File: src/rtl/wbx_pkg.sv
// Package: shared types and the address-window test for the bus fabric.
// Assumes 32-bit byte addresses and power-of-two window sizes aligned to their base.
package wbx_pkg;

    localparam int unsigned ADDR_W = 32;
    localparam int NUM_MASTERS = 2;
    localparam int M_INS = 0;
    localparam int M_DAT = 1;

    // Slave a master's address selects.
    typedef enum logic [1:0] {
        TGT_MISS = 2'd0,
        TGT_ROM  = 2'd1,
        TGT_RAM  = 2'd2,
        TGT_PER  = 2'd3
    } tgt_e;

    // Current holder of the shared ROM port.
    typedef enum logic [1:0] {
        OWN_NONE = 2'd0,
        OWN_INS  = 2'd1,
        OWN_DAT  = 2'd2
    } own_e;

    // True when adr falls in the aligned window [base, base+size).
    function automatic logic win_hit(input logic [ADDR_W-1:0] adr,
                                     input logic [ADDR_W-1:0] base,
                                     input logic [ADDR_W-1:0] size);
        return ((adr & ~(size - 1'b1)) == base);
    endfunction

endpackage

File: src/rtl/wbx_decode.sv
// Module: address decoder for one master.
// Maps an address to a target slave. Windows the master may not reach map to TGT_MISS.
// Assumes windows do not overlap.
module wbx_decode
    import wbx_pkg::*;
#(
    parameter logic [ADDR_W-1:0] ROM_BASE = 32'h2000_0000,
    parameter logic [ADDR_W-1:0] ROM_SIZE = 32'h0000_1000,
    parameter logic [ADDR_W-1:0] RAM_BASE = 32'h8000_0000,
    parameter logic [ADDR_W-1:0] RAM_SIZE = 32'h0000_0800,
    parameter logic [ADDR_W-1:0] PER_BASE = 32'h4000_2000,
    parameter logic [ADDR_W-1:0] PER_SIZE = 32'h0000_0100,
    parameter bit                ALLOW_WIDE = 1'b1
) (
    input  logic [ADDR_W-1:0] adr,
    output tgt_e              tgt
);

    logic hit_rom;
    logic hit_ram;
    logic hit_per;

    // Raw window matches, independent of reach.
    always_comb begin
        hit_rom = win_hit(adr, ROM_BASE, ROM_SIZE);
        hit_ram = win_hit(adr, RAM_BASE, RAM_SIZE);
        hit_per = win_hit(adr, PER_BASE, PER_SIZE);
    end

    // Reach is fixed per master, so the variant is chosen at elaboration.
    generate
        if (ALLOW_WIDE) begin : g_wide
            // Data-side reach: all three windows.
            always_comb begin
                if (hit_rom)      tgt = TGT_ROM;
                else if (hit_ram) tgt = TGT_RAM;
                else if (hit_per) tgt = TGT_PER;
                else              tgt = TGT_MISS;
            end
        end else begin : g_narrow
            // Instruction-side reach: the program store only.
            always_comb begin
                tgt = hit_rom ? TGT_ROM : TGT_MISS;
            end
            logic unused_hits;
            assign unused_hits = hit_ram ^ hit_per;
        end
    endgenerate

endmodule

File: src/rtl/wbx_miss_resp.sv
// Module: responder for accesses that hit no reachable window.
// Returns a one-cycle ack one cycle after the strobe. Read data is zero, and that
// is handled by the top. Assumes the master holds stb until it sees the ack.
module wbx_miss_resp (
    input  logic clk,
    input  logic rst_n,
    input  logic cyc,
    input  logic stb,
    input  logic miss,
    output logic ack
);

    logic ack_q;

    // Pulse ack once per strobe; the ~ack_q term blocks a second pulse in the ack cycle.
    always_ff @(posedge clk) begin
        if (!rst_n) begin
            ack_q <= 1'b0;
        end else begin
            ack_q <= cyc & stb & miss & ~ack_q;
        end
    end

    assign ack = ack_q;

endmodule

File: src/rtl/wbx_rom_arb.sv
// Module: arbiter for the shared ROM port.
// The owner keeps the grant while its request stays high. A free port goes to the
// data master first. The grant is combinational, so a waiting master is granted in
// the same cycle the owner releases. Assumes a request means cyc plus a ROM address.
module wbx_rom_arb
    import wbx_pkg::*;
(
    input  logic clk,
    input  logic rst_n,
    input  logic req_ins,
    input  logic req_dat,
    output own_e gnt
);

    own_e owner_q;
    logic keep;

    // Does the registered owner still want the port?
    always_comb begin
        keep = ((owner_q == OWN_INS) && req_ins) ||
               ((owner_q == OWN_DAT) && req_dat);
    end

    // Grant: hold the owner, else fixed priority with the data master on top.
    always_comb begin
        if (keep)         gnt = owner_q;
        else if (req_dat) gnt = OWN_DAT;
        else if (req_ins) gnt = OWN_INS;
        else              gnt = OWN_NONE;
    end

    // Remember who holds the port for the next cycle.
    always_ff @(posedge clk) begin
        if (!rst_n) begin
            owner_q <= OWN_NONE;
        end else begin
            owner_q <= gnt;
        end
    end

endmodule

File: src/rtl/wbx_fabric.sv
// Module: two-master, three-slave shared-bus fabric for classic single-beat transfers.
// The instruction master reaches the ROM only. The data master reaches ROM, RAM and
// the peripheral window. The ROM is arbitrated; RAM and peripheral are data-only
// pass-throughs. Unreachable addresses are answered locally. Assumes slaves return
// ack as a one-cycle pulse while cyc and stb are high.
module wbx_fabric
    import wbx_pkg::*;
#(
    parameter int unsigned       DW       = 32,
    parameter logic [ADDR_W-1:0] ROM_BASE = 32'h2000_0000,
    parameter logic [ADDR_W-1:0] ROM_SIZE = 32'h0000_1000,
    parameter logic [ADDR_W-1:0] RAM_BASE = 32'h8000_0000,
    parameter logic [ADDR_W-1:0] RAM_SIZE = 32'h0000_0800,
    parameter logic [ADDR_W-1:0] PER_BASE = 32'h4000_2000,
    parameter logic [ADDR_W-1:0] PER_SIZE = 32'h0000_0100,
    localparam int unsigned      SW       = DW / 8
) (
    input  logic              clk,
    input  logic              rst_n,
    input  logic [ADDR_W-1:0] im_adr,
    input  logic [DW-1:0]     im_dat_w,
    input  logic [SW-1:0]     im_sel,
    input  logic              im_we,
    input  logic              im_cyc,
    input  logic              im_stb,
    output logic [DW-1:0]     im_dat_r,
    output logic              im_ack,
    input  logic [ADDR_W-1:0] dm_adr,
    input  logic [DW-1:0]     dm_dat_w,
    input  logic [SW-1:0]     dm_sel,
    input  logic              dm_we,
    input  logic              dm_cyc,
    input  logic              dm_stb,
    output logic [DW-1:0]     dm_dat_r,
    output logic              dm_ack,
    output logic [ADDR_W-1:0] rom_adr,
    output logic [DW-1:0]     rom_dat_w,
    output logic [SW-1:0]     rom_sel,
    output logic              rom_we,
    output logic              rom_cyc,
    output logic              rom_stb,
    input  logic [DW-1:0]     rom_dat_r,
    input  logic              rom_ack,
    output logic [ADDR_W-1:0] ram_adr,
    output logic [DW-1:0]     ram_dat_w,
    output logic [SW-1:0]     ram_sel,
    output logic              ram_we,
    output logic              ram_cyc,
    output logic              ram_stb,
    input  logic [DW-1:0]     ram_dat_r,
    input  logic              ram_ack,
    output logic [ADDR_W-1:0] per_adr,
    output logic [DW-1:0]     per_dat_w,
    output logic [SW-1:0]     per_sel,
    output logic              per_we,
    output logic              per_cyc,
    output logic              per_stb,
    input  logic [DW-1:0]     per_dat_r,
    input  logic              per_ack
);

    logic [NUM_MASTERS-1:0] m_cyc;
    logic [NUM_MASTERS-1:0] m_stb;
    logic [NUM_MASTERS-1:0] m_miss_ack;
    logic [ADDR_W-1:0]      m_adr [NUM_MASTERS];
    tgt_e                   m_tgt [NUM_MASTERS];
    own_e                   rom_gnt;
    logic                   req_ins;
    logic                   req_dat;

    // Gather the master request lines into index-able arrays.
    always_comb begin
        m_cyc[M_INS] = im_cyc;
        m_stb[M_INS] = im_stb;
        m_adr[M_INS] = im_adr;
        m_cyc[M_DAT] = dm_cyc;
        m_stb[M_DAT] = dm_stb;
        m_adr[M_DAT] = dm_adr;
    end

    // One decoder and one miss responder per master; reach depends on the index.
    for (genvar m = 0; m < NUM_MASTERS; m++) begin : g_master
        wbx_decode #(
            .ROM_BASE  (ROM_BASE),
            .ROM_SIZE  (ROM_SIZE),
            .RAM_BASE  (RAM_BASE),
            .RAM_SIZE  (RAM_SIZE),
            .PER_BASE  (PER_BASE),
            .PER_SIZE  (PER_SIZE),
            .ALLOW_WIDE(m == M_DAT)
        ) u_dec (
            .adr(m_adr[m]),
            .tgt(m_tgt[m])
        );

        wbx_miss_resp u_miss (
            .clk  (clk),
            .rst_n(rst_n),
            .cyc  (m_cyc[m]),
            .stb  (m_stb[m]),
            .miss (m_tgt[m] == TGT_MISS),
            .ack  (m_miss_ack[m])
        );
    end

    // ROM requests: a held cycle whose address decodes to the ROM.
    always_comb begin
        req_ins = im_cyc && (m_tgt[M_INS] == TGT_ROM);
        req_dat = dm_cyc && (m_tgt[M_DAT] == TGT_ROM);
    end

    wbx_rom_arb u_rom_arb (
        .clk    (clk),
        .rst_n  (rst_n),
        .req_ins(req_ins),
        .req_dat(req_dat),
        .gnt    (rom_gnt)
    );

    // ROM side: forward the granted master only; idle lines are driven low.
    always_comb begin
        rom_cyc   = 1'b0;
        rom_stb   = 1'b0;
        rom_adr   = '0;
        rom_dat_w = '0;
        rom_sel   = '0;
        rom_we    = 1'b0;
        case (rom_gnt)
            OWN_INS: begin
                rom_cyc   = 1'b1;
                rom_stb   = im_stb;
                rom_adr   = im_adr;
                rom_dat_w = im_dat_w;
                rom_sel   = im_sel;
                rom_we    = im_we;
            end
            OWN_DAT: begin
                rom_cyc   = 1'b1;
                rom_stb   = dm_stb;
                rom_adr   = dm_adr;
                rom_dat_w = dm_dat_w;
                rom_sel   = dm_sel;
                rom_we    = dm_we;
            end
            default: ;
        endcase
    end

    // RAM and peripheral sides: data master only, gated by its decode.
    always_comb begin
        ram_cyc   = dm_cyc && (m_tgt[M_DAT] == TGT_RAM);
        ram_stb   = dm_stb && (m_tgt[M_DAT] == TGT_RAM);
        ram_adr   = dm_adr;
        ram_dat_w = dm_dat_w;
        ram_sel   = dm_sel;
        ram_we    = dm_we;
        per_cyc   = dm_cyc && (m_tgt[M_DAT] == TGT_PER);
        per_stb   = dm_stb && (m_tgt[M_DAT] == TGT_PER);
        per_adr   = dm_adr;
        per_dat_w = dm_dat_w;
        per_sel   = dm_sel;
        per_we    = dm_we;
    end

    // Instruction return path: ROM response when it owns the port, else the local miss ack.
    always_comb begin
        im_ack   = m_miss_ack[M_INS] | ((rom_gnt == OWN_INS) & rom_ack);
        im_dat_r = (rom_gnt == OWN_INS) ? rom_dat_r : '0;
    end

    // Data return path: mux by the data master's own decode.
    always_comb begin
        case (m_tgt[M_DAT])
            TGT_ROM: begin
                dm_ack   = (rom_gnt == OWN_DAT) & rom_ack;
                dm_dat_r = (rom_gnt == OWN_DAT) ? rom_dat_r : '0;
            end
            TGT_RAM: begin
                dm_ack   = ram_ack;
                dm_dat_r = ram_dat_r;
            end
            TGT_PER: begin
                dm_ack   = per_ack;
                dm_dat_r = per_dat_r;
            end
            default: begin
                dm_ack   = m_miss_ack[M_DAT];
                dm_dat_r = '0;
            end
        endcase
    end

endmodule


File: config.mk
export PLATFORM = sky130hd
export DESIGN_NAME = wbx_fabric
export DESIGN_NICKNAME = d
export VERILOG_FILES = /design/src/rtl/wbx_pkg.sv /design/src/rtl/wbx_decode.sv /design/src/rtl/wbx_miss_resp.sv /design/src/rtl/wbx_rom_arb.sv /design/src/rtl/wbx_fabric.sv
export SDC_FILE = /design/constraint.sdc
export NUM_CORES = 1
export LEC_CHECK = 0
export ABC_AREA = 1
export BUFFER_PORTS_ARGS = -buffer_cell sky130_fd_sc_hd__buf_2
export CAP_MARGIN = 25
export CORE_AREA = 5 5 199 201
export CTS_CLUSTER_SIZE = 40
export DETAILED_ROUTE_END_ITERATION = 7
export DIE_AREA = 0 0 204 206
export HOLD_SLACK_MARGIN = 0.06
export PLACE_DENSITY_LB_ADDON = 0.25
export SLEW_MARGIN = 0
export SYNTH_ARGS = -nofsm -noshare
export SYNTH_HDL_FRONTEND = slang
export SYNTH_HIERARCHICAL = 1
export SYNTH_SLANG_ARGS = --single-unit
export TNS_END_PERCENT = 30
File: constraint.sdc
create_clock -name clk -period 5.6 [get_ports clk]
set_input_delay 0.28 -clock clk [delete_from_list [all_inputs] [get_ports clk]]
set_output_delay 0.28 -clock clk [all_outputs]
set_load 0.02 [all_outputs]
## Word level (Yosys, flattened, before mapping)

Index checks and enable logic that the tools add are counted.

- Register bits: 4
- Input port bits: 243
- Output and inout bits: 279
- Word-level logic and storage cells: 55

- Eq/ne operators: 12
- Muxes and demuxes: 17
- Bitwise operators: 11
- Reductions and logical operators: 12

Operator list:

| kind | number |
|---|---|
| $pmux 32 s2 | 2 |
| $pmux 32 s3 | 1 |
| $mux 32 | 2 |
| $eq 20x18->1 const B | 2 |
| $eq 24x23->1 const B | 1 |
| $eq 21x21->1 const B | 1 |
| $mux 2 | 5 |
| $and 1x1->1 | 8 |
| $eq 2x1->1 const B | 4 |
| $eq 2x2->1 const B | 4 |
| $logic_and 1x1->1 | 8 |
| $pmux 4 s2 | 1 |
| $logic_not 2->1 | 2 |
| $pmux 1 s2 | 2 |
| $mux 1 | 3 |
| $pmux 1 s3 | 1 |
| $not 1->1 | 2 |
| $reduce_or 2->1 | 1 |
| $logic_or 1x1->1 | 1 |
| $or 1x1->1 | 1 |

## Depth between registers and ports, before layout

Gate-level depths: netlist of the first run.

- Depth in word-level cells: 12
- Gate-level depth with buffers: 18
- Gate-level depth less buffers: 17

## Modules after synthesis

The synthesis of the first run kept the hierarchy.

Modules (own cells, without submodules):

| module | times used | cells an instance | area an instance (µm²) |
|---|---|---|---|
| wbx_fabric | 1 | 609 | 3168.0 |
| wbx_decode (g_master[1].u_dec) | 1 | 44 | 188.9 |
| wbx_decode (g_master[0].u_dec) | 1 | 26 | 116.4 |
| wbx_rom_arb | 1 | 12 | 88.8 |
| wbx_miss_resp | 2 | 5 | 43.8 |

## Worst setup path before layout of the first run

Ideal clock, no wire load.

- Path kind: input-to-output
- From: input dm_adr[23]
- To: output rom_adr[0]
- Arrival: 2437 ps
- Slack: 2883 ps
- Stages: 16
- Path buffers: 2
- Path through: nor2_1 -> nand2_1 -> nor2_2 -> nand2_2 -> o21ai_1 -> inv_1 -> nor3_1 -> inv_1 -> nand2_1 -> nand2_1 -> inv_1 -> ha_1 -> buf_2 -> buf_2 -> nand2_1 -> a21oi_1

RTL lines:

| element | RTL line | RTL |
|---|---|---|
| from (decl) | wbx_fabric.sv:28 | `input logic [ADDR_W-1:0] dm_adr,` |
| to (decl) | wbx_fabric.sv:36 | `output logic [ADDR_W-1:0] rom_adr,` |

==> results.sh, run 1 <==
export IMPL_drv_cap=0
export IMPL_syn_num_nets=946
export IMPL_clkLatencyLatePin_ns=0.22
export IMPL_yosys_cell_types_count=24
export IMPL_cp_max_fo=69
export IMPL_grt_overflow_total=0
export IMPL_grt_start_max_net_pins=72
export IMPL_grt_pass1_wl_mm=32.61
export IMPL_power_per_cell_area_mw_per_mm2=67.72
export IMPL_synth_top_family_by_area="simple AND/OR/NAND/NOR gates"
export IMPL_hold_viol=0
export IMPL_hold_slack_ns=0.3197
export IMPL_clk_pin_slew_worst_paths_ns=0.03
export IMPL_area_growth_pct=58.31
export IMPL_clockBufferDepth=2
export IMPL_fin_tns_setup_ns=0
export IMPL_synthCells=701
export IMPL_rsz0062_at_grt="no"
export IMPL_critical_path_class="input port to output port"
export IMPL_synth_avg_cell_area_um2=5.206
export IMPL_hpwl_mm=20.32
export IMPL_synth_warnings=6
export IMPL_first_global_vias=5498
export IMPL_slew_headroom_pct=34.61
export IMPL_synth_compound_area_share_pct=10.18
export IMPL_yosys_top_cells_area="buf_4 29%, nand2_1 27%, a21oi_1 9.6%, nand3_1 7.7%, inv_1 6.2%"
export IMPL_irDropWorstVdd_mv=0.05254
export IMPL_layout_nets=1298
export IMPL_io_buffers=521
export IMPL_layout_cells_most_common_list="521 x buf_2, 258 x nand2_1, 70 x a21oi_1, 60 x inv_1, 56 x nand3_1"
export IMPL_drive_above_1_share_pct=53.76
export IMPL_fmax_ghz=0.2605
export IMPL_post_cts_buffers=0
export IMPL_mostFrequentLayoutCell="buf_2"
export IMPL_synth_fa_ha_area_share_pct=0.6856
export IMPL_place_gp_congestion=0.7828
export IMPL_end_kind="output port"
export IMPL_cts_buffers_inserted=3
export IMPL_setup_viol=0
export IMPL_synth_top_cell_by_area="buf_4"
export IMPL_initial_utilization_pct=9.759
export IMPL_h_tree_depth=1
export IMPL_cp_required_ns=5.32
export IMPL_fillers=4468
export IMPL_viasPerCell=3.519
export IMPL_worst_pin_slew_ns=0.9785
export IMPL_drc=0
export IMPL_fin_crit_sh_pct=68.56
export IMPL_ant_nets=0
export IMPL_via_count=5504
export IMPL_synth_simple_area_share_pct=45.46
export IMPL_netlist_area_mm2=0.003650
export IMPL_ff_latch_area_um2=80.08
export IMPL_cts_tree="built"
export IMPL_synth_xor_area_share_pct=0
export IMPL_rows=71
export IMPL_drv_slew=0
export IMPL_io_pins=522
export IMPL_finClkSkew_ns=0.00004612
export IMPL_dr_first_iter_drc_count=276
export IMPL_hold_buffers=0
export IMPL_cp_arrival_ns=3.56
export IMPL_coreArea_mm2=0.03740
export IMPL_routedWlPerCell_um=15.23
export IMPL_clock_sinks=4
export IMPL_track_usage_pct=9.999
export IMPL_dr_pass1_iters=4
export IMPL_leakagePower_uw=0.003449
export IMPL_cts_resized=0
export IMPL_ys_seq_area_share_pct=2.194
export IMPL_wirelength_mm=23.83
export IMPL_status="finished, final reports clean"
export IMPL_synthMuxAreaShare_pct=0
export IMPL_total_power_uw=391.3
export IMPL_synth_seq_cells=4
export IMPL_critical_path_startpoint_type="input port"
export IMPL_die_area_mm2=0.04202
export IMPL_hold_path_class="input port to flop"
export IMPL_die_w_um=204
export IMPL_multi_input_comb_area_mm2=0.002085
export IMPL_finalCriticalPeriod_ns=3.839
export IMPL_cts_root_buffer="clkbuf_16"
export IMPL_antenna_found_initial=6
export IMPL_die_h_um=206
export IMPL_synth_top_area_share_pct=29.41
export IMPL_fin_util_pct=15.45
==> worst paths after layout <==
path	start	to	slack (ns)	cells after the start
min	im_stb	g_master[0].u_miss/ack$_SDFF_PN0_	0.32	3
min reg2reg	u_rom_arb/owner_q[0]$_SDFF_PN0_	u_rom_arb/owner_q[0]$_SDFF_PN0_	0.48	2
max	dm_adr[23]	dm_dat_r[31]	1.76	17
max reg2reg	u_rom_arb/owner_q[1]$_SDFF_PN0_	u_rom_arb/owner_q[1]$_SDFF_PN0_	4.92	4
==> worst max-delay path, stage by stage <==
cell,delay [ns]
buf_2,0.12
nor2_1,0.13
nand2_1,0.08
nor2_2,0.21
nand2_2,0.09
o21ai_1,0.39
inv_1,0.22
nor3_1,0.29
inv_1,0.07
nand2_1,0.09
nand2_1,0.11
inv_1,0.12
ha_4,0.40
buf_12,0.36
nand3_1,0.23
nand3_1,0.15
buf_2,0.18
==> layout make-up <==
type	instances	area share (%)
Clock buffer	3	1.299
Multi-Input combinational cell	455	36.08
Antenna cell	2	0.08662
Timing Repair Buffer	526	45.99
Sequential cell	4	1.386
Inverter	63	4.093
Tap cell	511	11.07
==> metrics by stage <==
stage / cell area [um2] / instances / setup WS [ns]
after floorplan: 3650 / 701 / 2.883
after global placement: 5698 / 1559 / 1.657
after detailed placement: 5698 / 1559 / 1.575
after CTS: 5773 / 1562 / 1.543
after global routing: 5778 / 1564 / 1.303
final: 5778 / 1564 / 1.761
==> cell families after synthesis <==
logic type | Yosys count
and+or+nand+nor | 379
buffers and inverters | 242
AOI/OAI and AO/OA | 73
DFF | 4
adders and majority gates | 2
other | 1
==> per-layer routing <==
metal	vias up	wire (um)	track usage (%)
li1	2724	-	-
met1	2404	8603	10.76
met2	340	12170	18.90
met3	30	2436	3.075
met4	6	571	2.776
met5	-	41	0
==> cells in the mapped netlist (all sizes together) <==
library cell	number
buf	165
clkbuf	14
inv	63
nand4	2
a21o	1
nor2	36
and2	3
nor3	2
a21oi	71
conb	1
nand3	75
ha	2
dfxtp	4
o21ai	1
nand2	261
==> state kept, by name, indices dropped and copies added, names as in the netlist <==
name                 count
g_master.u_miss/ack      2
u_rom_arb/owner_q        2
==> where the power goes <==
part / leakage [uW] / internal [uW] / switching [uW]
registers: 0.0000324 / 29.2 / 0.353
logic: 0.00338 / 99.2 / 150
clock network: 0.0000370 / 91.3 / 21.0
total: 0.00345 / 220 / 172
Note: power is estimated with default switching activity, not from simulation.
==> inputs of run 2 (changes only) <==
--- a/config.mk
+++ b/config.mk
@@ -8,10 +8,10 @@
 export ABC_AREA = 1
 export BUFFER_PORTS_ARGS = -buffer_cell sky130_fd_sc_hd__buf_2
 export CAP_MARGIN = 25
-export CORE_AREA = 5 5 199 201
+export CORE_AREA = 5 5 201 203
 export CTS_CLUSTER_SIZE = 40
 export DETAILED_ROUTE_END_ITERATION = 7
-export DIE_AREA = 0 0 204 206
+export DIE_AREA = 0 0 206 208
 export HOLD_SLACK_MARGIN = 0.06
 export PLACE_DENSITY_LB_ADDON = 0.25
 export SLEW_MARGIN = 0
==> constraint.sdc (replaced) <==
create_clock -name clk -period 3.2 [get_ports clk]
set_input_delay 0.16 -clock clk [delete_from_list [all_inputs] [get_ports clk]]
set_output_delay 0.16 -clock clk [all_outputs]
set_load 0.02 [all_outputs]
==> results.sh, run 2 (synthesis gave the netlist of run 1 again) <==
export IMPL_layout_setup_ws_ns=0.3376
export IMPL_total_power_uw=686.7
export IMPL_fin_crit_sh_pct=89.45
export IMPL_clkLatencyLatePin_ns=0.22
export IMPL_place_worst_setup_slack_ns=0.1210
export IMPL_critical_path_startpoint_type="input port"
export IMPL_first_global_vias=5371
export IMPL_die_w_um=206
export IMPL_clk_pin_slew_worst_paths_ns=0.03
export IMPL_initial_utilization_pct=9.533
export IMPL_antenna_found_initial=4
export IMPL_place_gp_congestion=0.7869
export IMPL_cts_buffers_inserted=3
export IMPL_p_clk_share_pct=28.5
export IMPL_share_comb_of_total_power_pct=64.0
export IMPL_routedWlPerCell_um=14.20
export IMPL_coreArea_mm2=0.03829
export IMPL_p_seq_share_pct=7.5
export IMPL_setup_viol=0
export IMPL_dr_pass1_iters=5
export IMPL_critPathLaunch="dm_adr[23]"
export IMPL_rsz0062_at_grt="no"
export IMPL_cp_required_ns=3.04
export IMPL_cts_resized=0
export IMPL_hold_path_class="input port to flop"
export IMPL_cts_root_buffer="clkbuf_16"
export IMPL_drive_above_1_share_pct=54.64
export IMPL_power_per_cell_area_mw_per_mm2=114.7
export IMPL_leakagePower_uw=0.003556
export IMPL_layout_cells_most_common_list="521 x buf_2, 258 x nand2_1, 70 x a21oi_1, 60 x inv_1, 56 x nand3_1"
export IMPL_fin_tns_setup_ns=0
export IMPL_ff_latch_area_um2=80.08
export IMPL_drv_cap=0
export IMPL_wirelength_mm=22.50
export IMPL_critical_path_class="input port to output port"
export IMPL_grt_pass1_wl_mm=31.75
export IMPL_track_usage_pct=9.298
export IMPL_slew_headroom_pct=58.86
export IMPL_end_kind="output port"
export IMPL_hold_buffers=0
export IMPL_fmax_ghz=0.3494
export IMPL_die_area_mm2=0.04285
export IMPL_io_buffers=521
export IMPL_hold_viol=0
export IMPL_hpwl_mm=19.77
export IMPL_die_h_um=208
export IMPL_dr_first_iter_drc_count=276
export IMPL_io_pins=522
export IMPL_cts_tree="built"
export IMPL_cp_max_fo=50
export IMPL_crit_reg2reg_launch="u_rom_arb/owner_q[1]$_SDFF_PN0_"
export IMPL_clockBufferDepth=2
export IMPL_viasPerCell=3.490
export IMPL_post_cts_buffers=0
export IMPL_layout_nets=1314
export IMPL_fillers=4555
export IMPL_postLayoutCellArea_mm2=0.005986
export IMPL_via_count=5531
export IMPL_worstHoldStart="dm_cyc"
export IMPL_p_sw_share_pct=43.82
export IMPL_worst_pin_slew_ns=0.6171
export IMPL_status="finished, final reports clean"
export IMPL_finClkSkew_ns=0.0002771
export IMPL_power_internal_uw=385.8
export IMPL_area_growth_pct=64.00
export IMPL_drv_slew=0
export IMPL_drc=0
export IMPL_placed_area_mm2=0.005902
export IMPL_cp_arrival_ns=2.70
export IMPL_r2r_slack_ns=2.53
export IMPL_mostFrequentLayoutCell="buf_2"
export IMPL_finalCriticalPeriod_ns=2.862
export IMPL_grt_overflow_total=0
export IMPL_rows=72
export IMPL_antenna_diode_count=0
export IMPL_clock_sinks=4
export IMPL_grt_start_max_net_pins=52
export IMPL_ant_nets=0
export IMPL_fin_util_pct=15.63
export IMPL_h_tree_depth=1
export IMPL_p_switching_uw=300.9
export IMPL_irDropWorstVdd_mv=0.1308
export IMPL_multi_input_comb_area_mm2=0.002093
==> run 2: cell types whose count changed in the layout (fill, tap and decap cells not counted), sizes merged <==
cell and change:
buf +16, diode -2
==> run 2: layout make-up <==
type | instances | area share [%]
repair buffers | 542 | 47.66
multi-input cells | 455 | 34.97
inverters | 63 | 3.951
clock buffers | 3 | 1.254
flip-flops and latches | 4 | 1.338
well taps | 518 | 10.83
==> run 2: layer usage <==
layer | GRT usage, % | share of wire (%) | vias to the layer above
met3 | 1.806 | 8.9 | 20
met2 | 17.97 | 51 | 305
met5 | 0 | 0.21 | -
met1 | 10.75 | 38 | 2448
met4 | 1.124 | 1.1 | 6
li1 | - | - | 2752
==> run 2: worst paths after layout <==
| kind | to | depth (start not counted) |
|---|---|---|
| max | rom_adr[15] | 18 |
| min reg2reg | u_rom_arb/owner_q[0]$_SDFF_PN0_ | 2 |
| min | g_master[1].u_miss/ack$_SDFF_PN0_ | 3 |
| max reg2reg | u_rom_arb/owner_q[1]$_SDFF_PN0_ | 4 |
==> run 2: worst max-delay path, stage by stage <==
cell,delay [ns]
buf_2,0.12
nor2_1,0.12
nand2_1,0.10
nor2_2,0.19
nand2_2,0.09
o21ai_2,0.20
buf_4,0.18
inv_1,0.06
nor3_2,0.18
inv_1,0.06
nand2_1,0.09
nand2_1,0.08
inv_1,0.10
ha_4,0.18
buf_12,0.22
nand2_1,0.08
a21oi_1,0.21
buf_2,0.21
==> run 2: power by group through the flow <==
stage / Combinational (uW) / Sequential [uW] / Clock (uW)
floorplan: 274 / 52.1 / 0
global placement: 445 / 52.4 / 0
detailed placement: 442 / 52.4 / 0
CTS: 444 / 51.7 / 200
global route: 471 / 51.8 / 208
finish: 439 / 51.7 / 196
==> run 2: per-stage QoR <==
stage / hold slack (ns) / cells
6_report: 0.1982 / 1585
3_3_place_gp: 0.4275 / 1582
3_5_place_dp: 0.4329 / 1582
4_1_cts: 0.1986 / 1585
2_1_floorplan: 0.2862 / 701
5_1_grt: 0.1984 / 1585
==> inputs of run 3 (changes only) <==
--- a/config.mk
+++ b/config.mk
@@ -8,15 +8,14 @@
 export ABC_AREA = 1
 export BUFFER_PORTS_ARGS = -buffer_cell sky130_fd_sc_hd__buf_2
 export CAP_MARGIN = 25
-export CORE_AREA = 5 5 201 203
+export CORE_AREA = 5 5 197 199
 export CTS_CLUSTER_SIZE = 40
 export DETAILED_ROUTE_END_ITERATION = 7
-export DIE_AREA = 0 0 206 208
+export DIE_AREA = 0 0 202 204
 export HOLD_SLACK_MARGIN = 0.06
 export PLACE_DENSITY_LB_ADDON = 0.25
 export SLEW_MARGIN = 0
 export SYNTH_ARGS = -nofsm -noshare
 export SYNTH_HDL_FRONTEND = slang
-export SYNTH_HIERARCHICAL = 1
 export SYNTH_SLANG_ARGS = --single-unit
 export TNS_END_PERCENT = 30
==> results.sh, run 3 <==
export IMPL_drv_slew=0
export IMPL_clk_pin_slew_worst_paths_ns=0.03
export IMPL_die_h_um=204
export IMPL_drv_cap=0
export IMPL_drive_above_1_share_pct=51.18
export IMPL_yosysMostFrequentCell="nand2_1"
export IMPL_synth_seq_cells=4
export IMPL_total_power_uw=727.5
export IMPL_grt_start_max_net_pins=80
export IMPL_rows=71
export IMPL_netlist_area_mm2=0.003869
export IMPL_synth_edf_count=0
export IMPL_routedWlPerCell_um=18.03
export IMPL_leakagePower_uw=0.003597
export IMPL_r2r_slack_ns=2.21
export IMPL_antenna_found_initial=2
export IMPL_h_tree_depth=1
export IMPL_fin_crit_sh_pct=89.27
export IMPL_antenna_diode_count=0
export IMPL_yosys_top_cells_area="buf_4 27%, nand2_1 22%, nand3_1 11%, a21oi_1 9.1%, inv_1 6.6%"
export IMPL_dr_pass1_iters=5
export IMPL_cp_slowest_stage_delay_ns=0.44
export IMPL_synthCells=744
export IMPL_setup_viol=0
export IMPL_viasPerCell=3.852
export IMPL_slew_headroom_pct=65.03
export IMPL_clkLatencyLatePin_ns=0.22
export IMPL_layout_nets=1349
export IMPL_placed_area_mm2=0.006035
export IMPL_cts_root_buffer="clkbuf_16"
export IMPL_coreArea_mm2=0.03704
export IMPL_synth_async_reset_ratio_pct=0
export IMPL_syn_num_nets=989
export IMPL_layout_cells_most_common_list="521 x buf_2, 222 x nand2_1, 87 x nand3_1, 70 x a21oi_1, 68 x inv_1"
export IMPL_via_count=6071
export IMPL_post_cts_buffers=0
export IMPL_finClkSkew_ns=0.00002365
export IMPL_cts_buffers_inserted=3
export IMPL_postLayoutCellArea_mm2=0.006110
export IMPL_track_usage_pct=12.57
export IMPL_mostFrequentLayoutCell="buf_2"
export IMPL_die_area_mm2=0.04121
export IMPL_finalCriticalPeriod_ns=2.857
export IMPL_hold_buffers=0
export IMPL_die_w_um=202
export IMPL_end_kind="output port"
export IMPL_clock_sinks=4
export IMPL_critical_path_startpoint_type="input port"
export IMPL_status="finished, final reports clean"
export IMPL_cp_required_ns=3.04
export IMPL_yosys_cell_types_count=25
export IMPL_rsz0062_at_grt="no"
export IMPL_clockBufferDepth=2
export IMPL_place_gp_congestion=0.8530
export IMPL_dr_first_iter_drc_count=293
export IMPL_hpwl_mm=24.30
export IMPL_fin_tns_setup_ns=0
export IMPL_cts_resized=0
export IMPL_cp_arrival_ns=2.70
export IMPL_critPathSlowestCell="nor3_1"
export IMPL_fin_util_pct=16.49
export IMPL_grt_pass1_wl_mm=39.62
export IMPL_hold_viol=0
export IMPL_netlist_top_cells_count="222 x nand2_1, 139 x buf_4, 87 x nand3_1, 70 x a21oi_1, 68 x inv_1"
export IMPL_irDropWorstVdd_mv=0.1192
export IMPL_ys_seq_area_share_pct=2.070
export IMPL_cts_tree="built"
export IMPL_cp_cell_sequence="buf_2 -> nor2_1 -> nand3_1 -> nor3_1 -> nand2_1 -> nor2_1 -> o21ai_2 -> inv_1 -> ha_4 -> buf_12 -> nand2_1 -> a21oi_1 -> buf_2"
export IMPL_critical_path_class="input port to output port"
export IMPL_first_global_vias=6084
export IMPL_synthFlopType="dfxtp_1"
export IMPL_synth_warnings=0
export IMPL_power_per_cell_area_mw_per_mm2=119.1
export IMPL_wirelength_mm=28.42
export IMPL_grt_overflow_total=0
export IMPL_io_pins=522
export IMPL_drc=0
export IMPL_area_growth_pct=57.92
export IMPL_ant_nets=0
export IMPL_fmax_ghz=0.3500
export IMPL_io_buffers=521
export IMPL_hold_path_class="input port to flop"
export IMPL_synth_top_cell_by_area="buf_4"
export IMPL_synth_top_area_share_pct=26.97
export IMPL_synth_avg_cell_area_um2=5.200
export IMPL_cp_max_fo=79
export IMPL_initial_utilization_pct=10.44
export IMPL_worst_pin_slew_ns=0.5205
[run 3: changes by cell type after synthesis, sizes merged, moves of 8 or more]
cell	previous run	this run
nor2	36	52
clkbuf	14	30
inv	63	71
nand4	2	38
nand2	261	226
buf	165	154
nand3	75	90
[run 3: metrics by stage]
stage | hold slack [ns] | std cells | worst slack (ns)
floorplan | 0.2966 | 744 | 0.6749
global placement | 0.4366 | 1573 | 0.1841
detailed placement | 0.4404 | 1573 | 0.2073
CTS | 0.2194 | 1576 | 0.1847
global route | 0.2336 | 1576 | 0.09999
finish | 0.2199 | 1576 | 0.3432
[run 3: final timing paths]
| kind | from | end | cells past startpoint |
|---|---|---|---|
| worst max-delay path | im_adr[31] | rom_dat_w[27] | 13 |
| worst min-delay path | rst_n | g_master[1].u_miss.ack$_SDFF_PN0_ | 3 |
| worst max register to register | u_rom_arb.owner_q[0]$_SDFF_PN0_ | u_rom_arb.owner_q[1]$_SDFF_PN0_ | 5 |
| worst min register to register | g_master[1].u_miss.ack$_SDFF_PN0_ | g_master[1].u_miss.ack$_SDFF_PN0_ | 1 |
[run 3: per-layer routing]
metal	track usage [%]	share of wire, %	vias up
li1	-	-	2948
met1	15.01	39	2788
met4	0.7813	0.45	2
met3	1.761	7.2	10
met2	24.79	53	323
met5	0	0.046	-
[run 3: cell families after synthesis]
kind of cell / count (synthesis) / share of synthesized area [%]
AND/OR/NAND/NOR: 410 / 48.35
buffers and inverters: 255 / 39.33
AO/OA/AOI/OAI: 73 / 9.606
flip-flops: 4 / 2.070
adder cells (fa/ha/maj): 2 / 0.6467
[run 3: final cells by class]
cell class                 instances  area, um2
inverter                          71      266.5
fill                            4437      30930
clock buffer                       3      75.07
timing repair buffer             539       2793
sequential                         4      80.08
tap                              474      593.1
multi-input combinational        485       2302
[run 3: worst max-delay path, delay by kind of cell]
family	cells	cell delay (ns)
AO/OA/AOI/OAI	2	0.44
buffers and inverters	4	0.75
AND/OR/NAND/NOR	6	1.14
adder cells (fa/ha/maj)	1	0.15
[run 3: power breakdown]
part	internal, uW	total (uW)	switching, uW
clock	160	194	34.3
sequential	51.3	52.1	0.871
combinational	184	481	297
